[src/rtl/tlc_pkg.sv]
package tlc_pkg;

  typedef enum logic [1:0] {
    LVL_NONE = 2'b00,
    LVL_POS  = 2'b01,
    LVL_NEU  = 2'b10,
    LVL_NEG  = 2'b11
  } clamp_lvl_e;

  localparam int unsigned NPH = 3;

  localparam logic [2:0] SECTOR_FIRST = 3'd1;
  localparam logic [2:0] SECTOR_LAST  = 3'd6;

endpackage

[src/rtl/tlc_sort.sv]
module tlc_sort #(
  parameter int unsigned W = 16
) (
  input  logic signed [W-1:0] va,
  input  logic signed [W-1:0] vb,
  input  logic signed [W-1:0] vc,
  output logic signed [W-1:0] top_v,
  output logic signed [W-1:0] mid_v,
  output logic signed [W-1:0] bot_v,
  output logic [2:0]          top_oh,
  output logic [2:0]          mid_oh,
  output logic [2:0]          bot_oh
);

  logic a_ge_b;
  logic a_ge_c;
  logic b_ge_c;

  always_comb begin
    a_ge_b = (va >= vb);
    a_ge_c = (va >= vc);
    b_ge_c = (vb >= vc);
  end

  // Tie rule: an earlier phase ranks above a later one when values match.
  always_comb begin
    top_oh = {~a_ge_c & ~b_ge_c, ~a_ge_b & b_ge_c, a_ge_b & a_ge_c};
    bot_oh = {a_ge_c & b_ge_c, a_ge_b & ~b_ge_c, ~a_ge_b & ~a_ge_c};
    mid_oh = ~(top_oh | bot_oh);
  end

  function automatic logic signed [W-1:0] pick(
    input logic [2:0]          oh,
    input logic signed [W-1:0] x0,
    input logic signed [W-1:0] x1,
    input logic signed [W-1:0] x2
  );
    pick = ({W{oh[0]}} & x0) | ({W{oh[1]}} & x1) | ({W{oh[2]}} & x2);
  endfunction

  always_comb begin
    top_v = pick(top_oh, va, vb, vc);
    mid_v = pick(mid_oh, va, vb, vc);
    bot_v = pick(bot_oh, va, vb, vc);
  end

endmodule

[src/rtl/tlc_offset.sv]
module tlc_offset
  import tlc_pkg::*;
#(
  parameter int unsigned W = 16
) (
  input  logic [2:0]          sector,
  input  logic [1:0]          region,
  input  logic signed [W-1:0] top_v,
  input  logic signed [W-1:0] mid_v,
  input  logic signed [W-1:0] bot_v,
  input  logic [2:0]          top_oh,
  input  logic [2:0]          mid_oh,
  input  logic [2:0]          bot_oh,
  output logic signed [W+1:0] offset,
  output logic [2:0]          clamp_oh,
  output clamp_lvl_e          clamp_lvl
);

  localparam int unsigned XW = W + 2;
  localparam logic signed [XW-1:0] RAIL_P = $signed({3'b000, {(W-1){1'b1}}});
  localparam logic signed [XW-1:0] RAIL_N = -RAIL_P;

  logic                 sector_ok;
  logic signed [XW-1:0] top_x;
  logic signed [XW-1:0] mid_x;
  logic signed [XW-1:0] bot_x;

  always_comb begin
    sector_ok = (sector >= SECTOR_FIRST) && (sector <= SECTOR_LAST);
    top_x = $signed({{2{top_v[W-1]}}, top_v});
    mid_x = $signed({{2{mid_v[W-1]}}, mid_v});
    bot_x = $signed({{2{bot_v[W-1]}}, bot_v});
  end

  always_comb begin
    offset    = '0;
    clamp_oh  = 3'b000;
    clamp_lvl = LVL_NONE;
    if (sector_ok) begin
      unique case (region)
        2'd0, 2'd1: begin
          offset    = -mid_x;
          clamp_oh  = mid_oh;
          clamp_lvl = LVL_NEU;
        end
        2'd2: begin
          offset    = RAIL_P - top_x;
          clamp_oh  = top_oh;
          clamp_lvl = LVL_POS;
        end
        default: begin
          offset    = RAIL_N - bot_x;
          clamp_oh  = bot_oh;
          clamp_lvl = LVL_NEG;
        end
      endcase
    end
  end

endmodule

[src/rtl/tlc_addsat.sv]
module tlc_addsat #(
  parameter int unsigned W = 16,
  parameter int unsigned N = 5
) (
  input  logic [N-1:0][W-1:0] vals,
  input  logic signed [W+1:0] offset,
  output logic [N-1:0][W-1:0] sums
);

  localparam int unsigned XW = W + 2;
  localparam logic signed [XW-1:0] RAIL_P = $signed({3'b000, {(W-1){1'b1}}});
  localparam logic signed [XW-1:0] RAIL_N = -RAIL_P;

  for (genvar i = 0; i < N; i++) begin : g_lane
    logic signed [XW-1:0] raw;
    always_comb begin
      raw = $signed({{2{vals[i][W-1]}}, vals[i]}) + offset;
      if (raw > RAIL_P) begin
        sums[i] = RAIL_P[W-1:0];
      end else if (raw < RAIL_N) begin
        sums[i] = RAIL_N[W-1:0];
      end else begin
        sums[i] = raw[W-1:0];
      end
    end
  end

endmodule

[src/rtl/tlc_clamp_inject.sv]
module tlc_clamp_inject
  import tlc_pkg::*;
#(
  parameter int unsigned W = 16
) (
  input  logic                clk,
  input  logic                rst_n,
  input  logic                in_valid,
  input  logic [2:0]          sector,
  input  logic [1:0]          region,
  input  logic signed [W-1:0] ref_a,
  input  logic signed [W-1:0] ref_b,
  input  logic signed [W-1:0] ref_c,
  output logic                out_valid,
  output logic signed [W-1:0] out_a,
  output logic signed [W-1:0] out_b,
  output logic signed [W-1:0] out_c,
  output logic signed [W-1:0] out_max,
  output logic signed [W-1:0] out_min,
  output logic [2:0]          clamp_phase,
  output logic [1:0]          clamp_level
);

  localparam int unsigned LANES = NPH + 2;
  localparam logic signed [W-1:0] RAIL_P = $signed({1'b0, {(W-1){1'b1}}});
  localparam logic signed [W-1:0] RAIL_N = -RAIL_P;

  logic signed [W-1:0] top_v;
  logic signed [W-1:0] mid_v;
  logic signed [W-1:0] bot_v;
  logic [2:0]          top_oh;
  logic [2:0]          mid_oh;
  logic [2:0]          bot_oh;
  logic signed [W+1:0] offset;
  logic [2:0]          tag_oh;
  clamp_lvl_e          tag_lvl;
  logic [LANES-1:0][W-1:0] lane_in;
  logic [LANES-1:0][W-1:0] lane_out;

  tlc_sort #(.W(W)) u_sort (
    .va     (ref_a),
    .vb     (ref_b),
    .vc     (ref_c),
    .top_v  (top_v),
    .mid_v  (mid_v),
    .bot_v  (bot_v),
    .top_oh (top_oh),
    .mid_oh (mid_oh),
    .bot_oh (bot_oh)
  );

  tlc_offset #(.W(W)) u_offset (
    .sector    (sector),
    .region    (region),
    .top_v     (top_v),
    .mid_v     (mid_v),
    .bot_v     (bot_v),
    .top_oh    (top_oh),
    .mid_oh    (mid_oh),
    .bot_oh    (bot_oh),
    .offset    (offset),
    .clamp_oh  (tag_oh),
    .clamp_lvl (tag_lvl)
  );

  always_comb begin
    lane_in[0] = ref_a;
    lane_in[1] = ref_b;
    lane_in[2] = ref_c;
    lane_in[3] = top_v;
    lane_in[4] = bot_v;
  end

  tlc_addsat #(.W(W), .N(LANES)) u_addsat (
    .vals   (lane_in),
    .offset (offset),
    .sums   (lane_out)
  );

  logic                valid_d;
  logic signed [W-1:0] a_d, b_d, c_d, max_d, min_d;
  logic [2:0]          ph_d;
  logic [1:0]          lvl_d;

  always_comb begin
    valid_d = in_valid;
    a_d     = out_a;
    b_d     = out_b;
    c_d     = out_c;
    max_d   = out_max;
    min_d   = out_min;
    ph_d    = clamp_phase;
    lvl_d   = clamp_level;
    if (in_valid) begin
      a_d   = lane_out[0];
      b_d   = lane_out[1];
      c_d   = lane_out[2];
      max_d = lane_out[3];
      min_d = lane_out[4];
      ph_d  = tag_oh;
      lvl_d = tag_lvl;
    end
  end

  always_ff @(posedge clk or negedge rst_n) begin
    if (!rst_n) begin
      out_valid   <= 1'b0;
      out_a       <= '0;
      out_b       <= '0;
      out_c       <= '0;
      out_max     <= '0;
      out_min     <= '0;
      clamp_phase <= '0;
      clamp_level <= '0;
    end else begin
      out_valid   <= valid_d;
      out_a       <= a_d;
      out_b       <= b_d;
      out_c       <= c_d;
      out_max     <= max_d;
      out_min     <= min_d;
      clamp_phase <= ph_d;
      clamp_level <= lvl_d;
    end
  end

  logic signed [W-1:0] clamped_out;
  always_comb begin
    clamped_out = clamp_phase[0] ? out_a : (clamp_phase[1] ? out_b : out_c);
  end

  AST_VALID_NEXT: assert property (@(posedge clk) disable iff (!rst_n)
    in_valid |=> out_valid);
  AST_VALID_IDLE: assert property (@(posedge clk) disable iff (!rst_n)
    !in_valid |=> !out_valid);
  AST_HOLD_DATA: assert property (@(posedge clk) disable iff (!rst_n)
    !in_valid |=> ($stable(out_a) && $stable(out_b) && $stable(out_c) && $stable(clamp_phase)));
  AST_NEUTRAL_PIN: assert property (@(posedge clk) disable iff (!rst_n)
    (out_valid && clamp_level == LVL_NEU) |-> (clamped_out == '0));
  AST_POS_PIN: assert property (@(posedge clk) disable iff (!rst_n)
    (out_valid && clamp_level == LVL_POS) |-> (clamped_out == RAIL_P));
  AST_NEG_PIN: assert property (@(posedge clk) disable iff (!rst_n)
    (out_valid && clamp_level == LVL_NEG) |-> (clamped_out == RAIL_N));
  AST_NO_OVERFLOW: assert property (@(posedge clk) disable iff (!rst_n)
    (out_a >= RAIL_N && out_b >= RAIL_N && out_c >= RAIL_N));
  AST_TAG_SHAPE: assert property (@(posedge clk) disable iff (!rst_n)
    $onehot0(clamp_phase) && ((clamp_level == LVL_NONE) == (clamp_phase == 3'b000)));
  AST_BAD_SECTOR: assert property (@(posedge clk) disable iff (!rst_n)
    (in_valid && (sector == 3'd0 || sector == 3'd7)) |=> (clamp_level == LVL_NONE));
  AST_EXTREMES: assert property (@(posedge clk) disable iff (!rst_n)
    out_valid |-> (out_max >= out_a && out_max >= out_b && out_max >= out_c &&
                   out_min <= out_a && out_min <= out_b && out_min <= out_c));

endmodule

[config.mk]
export PLATFORM = sky130hd
export DESIGN_NAME = tlc_clamp_inject
export DESIGN_NICKNAME = d
export VERILOG_FILES = /design/src/rtl/tlc_pkg.sv /design/src/rtl/tlc_sort.sv /design/src/rtl/tlc_offset.sv /design/src/rtl/tlc_addsat.sv /design/src/rtl/tlc_clamp_inject.sv
export SDC_FILE = /design/constraint.sdc
export NUM_CORES = 1
export LEC_CHECK = 0
export ABC_CLOCK_PERIOD_IN_PS = 1300
export CORE_MARGIN = 2
export CORE_UTILIZATION = 25
export CTS_BUF_LIST = sky130_fd_sc_hd__clkbuf_8
export CTS_CLUSTER_SIZE = 12
export DETAILED_ROUTE_END_ITERATION = 10
export SYNTH_ARGS = -nofsm -noshare
export SYNTH_HDL_FRONTEND = slang
export SYNTH_HIERARCHICAL = 1
export SYNTH_SLANG_ARGS = --single-unit
export TNS_END_PERCENT = 5
[constraint.sdc]
create_clock -name clk -period 1.3 [get_ports clk]
set_input_delay 0.26 -clock clk [delete_from_list [all_inputs] [get_ports clk]]
set_output_delay 0.26 -clock clk [all_outputs]
set_load 0.05 [all_outputs]
### Yosys cells after proc, flatten, opt, wreduce, memory -nomap -nowiden

Cells that the tools add are included.

* register bits after elaboration: 86

* muxes and demuxes: 16
* equal/unequal tests: 2
* reduce and logical (&&, ||, !) cells: 3
* $add $sub $neg: 8
* order comparisons: 15
* bitwise operators: 26

Operators with widths (count)
* 16-bit 2-to-1 mux: 10
* 16-bit bitwise AND: 9
* 16-bit bitwise OR: 6
* 16-bit by 18-bit adder with 18-bit output: 5
* 18-bit by 16-bit > comparator with 1-bit output, second input constant: 5
* 18-bit by 16-bit less-than comparator with 1-bit output, second input constant: 5
* 16-bit greater-or-equal comparator: 3
* 18-bit case mux with 2 select lines: 1
* 16-bit by 16-bit subtractor with 17-bit output, first input constant: 2
* 18-bit 2-to-1 mux: 1
* 16-bit negation with 18-bit output: 1
* 1-bit bitwise AND: 6
* 3-bit case mux with 2 select lines: 1
* 2-bit case mux with 2 select lines: 1
* 3-bit by 1-bit greater-or-equal comparator with 1-bit output, second input constant: 1
* 3-bit less-or-equal comparator, second input constant: 1
* 3-bit 2-to-1 mux: 1
* 1-bit inverter: 3
* 3-bit inverter: 1
* 3-bit bitwise OR: 1
* 2-bit by 1-bit equality test with 1-bit output, second input constant: 1
* 2-bit equality test, second input constant: 1
* 2-bit logical NOT: 1
* 2-bit 2-to-1 mux: 1
* 2 further kinds: 2

### Longest topological paths before layout

* depth after elaboration: 15
* gate-level depth with buffers: 31
* gate-level depth less buffers: 28

### Hierarchy

The synthesis kept the hierarchy.

Modules (own cells, without submodules)
* tlc_addsat: seq. area each 0.0 um2, times used 1, area each 6388.6 um2, cells an instance 930
* tlc_clamp_inject: seq. area each 2152.1 um2, times used 1, area each 3188.1 um2, cells an instance 180
* tlc_sort: seq. area each 0.0 um2, times used 1, area each 2277.2 um2, cells an instance 286
* tlc_offset: seq. area each 0.0 um2, times used 1, area each 1023.5 um2, cells an instance 163

### Worst setup path after synthesis

No wires, ideal clock.

* kind: input to register
* from: input port ref_c[11]
* to: register out_min[0]
* arrival time: 6.735 ns
* path slack: -5.560 ns
* cell stages on the path: 29
* path buffers: 3
* cells stage by stage: inv_1 ha_1 a21oi_1 o21ai_1 a221oi_2 a21oi_1 a31oi_2 clkbuf_1 ha_1 clkbuf_1 and2_1 a221o_2 inv_1 ha_1 nand2b_1 nor4_1 xor2_1 a211oi_1 ha_1 buf_2 a2111oi_4 o21ai_2 and3_1 o41a_1 o41ai_4 xnor2_1 o211ai_1 o31a_1 mux2_2

RTL lines
* start, declared: line tlc_clamp_inject.sv:13 `input logic signed [W-1:0] ref_c,`
* end signal, assigned: line tlc_clamp_inject.sv:121 `out_min <= min_d;`
* end, declared: line tlc_clamp_inject.sv:19 `output logic signed [W-1:0] out_min,`

==> reports/metrics.json <==
{
  "synthesis": {
    "ys_warn_count": 6,
    "ys_types": 109,
    "async_reset_ff_share_pct": 100,
    "ys_ff_latch": 86,
    "synth.cell_area_um2": 12900,
    "synth.largest_area_cell": "sky130_fd_sc_hd__dfrtp_1",
    "post_synth_top_area_share_pct": 16.7,
    "number_of_synthesized_flops_with_an_enable_pin": 0,
    "ys_seq_area_share_pct": 16.7,
    "ys.flop_type": "sky130_fd_sc_hd__dfrtp_1",
    "syn_inst": 1559,
    "synthesis.nets": 1757,
    "avgSynthCellArea_um2": 8.26,
    "synth_top_cells_by_area": "sky130_fd_sc_hd__dfrtp_1 (17%), sky130_fd_sc_hd__ha_1 (13%), sky130_fd_sc_hd__mux2_1 (4.4%)"
  },
  "timing": {
    "hold_violations": 0,
    "layout_worst_path_cycle_share_pct": 459,
    "post-route-worst-setup-slack_ns": -4.66,
    "total_count_of_max_transition_violations_in_the_final_report": 0,
    "worst_hold_slack_ns": 0.194,
    "setup_tns_ns": -364.78,
    "final_period_minus_worst_setup_slack_ns": 5.96,
    "slew_headroom_pct": 60.3,
    "achievable-frequency_mhz": 168,
    "setup-violations-final": 110,
    "tightestPinTransition_ns": 0.591,
    "rsz0062_at_grt": "yes",
    "timing.clock.skew_ns": 0
  },
  "detailed_routing": {
    "routed_via_density": 5.26,
    "antenna_violating_nets_post_route": 0,
    "route.vias.total": 16000,
    "routed_wirelength_um": 61000,
    "drc": 0,
    "dr.pass1.iters": 5,
    "first_iter_violations": 899,
    "wl_per_cell_um": 20.0
  },
  "cts": {
    "numClockSinks": 86,
    "cts-buffers-inserted": 9,
    "cts-root-buf": "sky130_fd_sc_hd__clkbuf_8",
    "clk_latency_ns": 0.45,
    "tritoncts": "built",
    "cts_htree_levels": 3,
    "cts.clk_slew.worst_paths_ns": 0.09,
    "cts_max_path_buffers": 2
  },
  "layout": {
    "antenna-diode-count": 0,
    "final_layout_size_suffix_gt1_share_pct": 55.1,
    "area_delta_synth_final_pct": 86.5,
    "nNetsFinal": 2559,
    "post-route-cell-area_um2": 24000,
    "stdcell_count": 3045
  },
  "worst_setup_path": {
    "critical-path-top-cell-by-count": "sky130_fd_sc_hd__ha_4",
    "worstPathMaxFanout": 6,
    "critPathLaunchType": "input port",
    "cp.buffers_inverters": 6,
    "critical_path.endpoint_type": "flip-flop",
    "cp_data_required_time_ns": 1.64,
    "timing_worst_setup_path_type": "input port to flip-flop",
    "worst_path_dominant_cell_family": "simple AND/OR/NAND/NOR gates",
    "timing.critical_path.slowest_cell_delay_ns": 0.51,
    "cp.arrival_ns": 6.30,
    "slowest_stage": "sky130_fd_sc_hd__or4b_4"
  },
  "global_route": {
    "grt_util_all_layers_pct": 22.4,
    "grt_start_max_net_pins": 46,
    "grt_overflow_total": 0,
    "grt_first_pass_wirelength_um": 93500,
    "grt_antenna_before_repair": 1,
    "grt_pass1_vias": 16800
  },
  "run": {
    "timing.max_cap.violations": 0
  },
  "status": {
    "failing_checks": "setup timing",
    "result_of_the_run": "finished, violations left"
  },
  "floorplanning": {
    "core_area_um2": 51100,
    "fp.dieH_um": 231,
    "design.die.area_um2": 53300,
    "die_width_um": 231,
    "ios": 142,
    "row_count": 83,
    "initial_utilization_pct": 25.2
  },
  "power": {
    "irDropWorstVdd_mv": 1.66,
    "total_power_per_unit_cell_area_nw_per_um2": 2050,
    "static-leakage-power_nw": 10.8,
    "power_mw": 49.1
  },
  "placed_design": {
    "io_buffer_count": 141,
    "total_placed_cells_including_tap_cells": 2954,
    "gp_congestion": 0.963,
    "dpl.hpwl_um": 48600,
    "place_area_um2": 20800
  },
  "worst_hold_path": {
    "worstHoldPathType": "input port to asynchronous set/reset pin"
  }
}
layout by cell type, fill, tap and decap left out, drive strengths merged, types with 11 or more instances in the layout:
| cell | count |
|---|---|
| nand2 | 76 |
| nor2 | 101 |
| xor2 | 38 |
| nor3 | 40 |
| or3 | 26 |
| buf | 824 |
| nand3 | 34 |
| nor2b | 17 |
| o21ai | 97 |
| o31ai | 16 |
| and3 | 46 |
| a21oi | 116 |
| a31oi | 15 |
| o21a | 20 |
| mux2 | 86 |
| a221o | 52 |
| dfrtp | 86 |
| nor4 | 13 |
| a211oi | 36 |
| a21o | 31 |
| inv | 85 |
| and2 | 26 |
| ha | 137 |
| clkbuf | 24 |
| o211ai | 18 |
| o2111ai | 14 |
| xnor2 | 37 |
| o21bai | 17 |
| nand4 | 21 |
| nand3b | 11 |
| nand2b | 23 |
report_power, final:
part | internal, mW | leakage (nW) | switching (mW)
registers | 3.97 | 0.970 | 1.44
clock network | 1.07 | 0.103 | 1.14
logic | 21.4 | 9.69 | 20.1
total | 26.4 | 10.8 | 22.7
cell usage after synthesis, drive strengths merged (7+ instances only):
cell type,n
xor2,38
nor2b,17
o2111ai,14
a21oi,116
inv,83
nor2,101
a41oi,7
o31a,9
and3,46
mux2i,9
nand4,21
dfrtp,86
o31ai,16
and2,26
or2,7
o21bai,17
a221o,52
mux2,86
o311ai,8
o21ai,97
xnor2,35
nand2b,23
nand3b,11
a211oi,36
a21o,31
o21a,20
o211ai,18
or4,10
a31oi,15
ha,137
nand3,34
nor3,40
clkbuf,43
nor4,13
or3,26
nand2,76
buf,25
what timing repair did:
action / 4_1_cts / 5_1_grt
pin swaps: 155 / 145
hold buffers: 1 / 0
endpoints found under the hold margin: 86 / 0
cloned: 5 / 2
buffers inserted: 51 / 24
endpoints found under the setup margin: 171 / 171
resized for setup: 457 / 245
cell type report:
type / instances / area, um^2
Timing Repair Buffer: 857 / 7900
Clock buffer: 9 / 124
Sequential cell: 86 / 2150
Multi-Input combinational cell: 1323 / 12600
Tap cell: 680 / 851
Inverter: 84 / 343
Clock inverter: 6 / 87.6
Fill cell: 4799 / 27100
final timing paths:
path / cells after the start / start / end / slack, ns
max: 29 / ref_c[3] / out_a[0]$_DFFE_PN0P_ / -4.66
min: 2 / rst_n / out_min[3]$_DFFE_PN0P_ / 0.19
max reg2reg: 1 / out_b[9]$_DFFE_PN0P_ / out_b[9]$_DFFE_PN0P_ / 0.46
min reg2reg: 1 / out_max[9]$_DFFE_PN0P_ / out_max[9]$_DFFE_PN0P_ / 0.56
max in group asynchronous: 3 / rst_n / out_c[7]$_DFFE_PN0P_ / 0.55
min in group clk: 2 / in_valid / out_valid$_DFF_PN0_ / 0.22
per-layer routing:
metal	part of all wire, %	vias up	routed length, um	GRT usage [%]
met2	50	431	30500	40.1
met3	4.2	142	2540	3.42
li1	-	7615	-	-
met1	42	7817	25400	26.4
met5	0.018	-	11	0
met4	4.1	2	2490	9.23
stage by stage:
stage | utilization [%] | setup WS, ns
2_1_floorplan | - | -5.03
3_3_place_gp | 40.7 | -5.92
3_5_place_dp | 40.7 | -6.09
4_1_cts | 45.1 | -4.66
5_1_grt | 47.0 | -4.84
6_report | 47.0 | -4.66
cell families (layout without fill, tap and decap cells):
kind of cell | count (synthesis) | in the layout | share of synthesized area (%)
compound gates | 532 | 532 | 30.2
simple gates | 479 | 479 | 20.4
buf+inv | 152 | 956 | 5.06
fa+ha+maj | 142 | 142 | 14.1
mux | 95 | 95 | 8.22
flops | 86 | 86 | 16.7
xor+xnor | 73 | 75 | 5.31
sequential cells by signal, indices dropped and copies added, names as in the netlist:
signal	cells
out_a	16
out_b	16
out_c	16
out_max	16
out_min	16
clamp_phase	3
clamp_level	2
out_valid	1
Power figures use the tool's default switching activity.
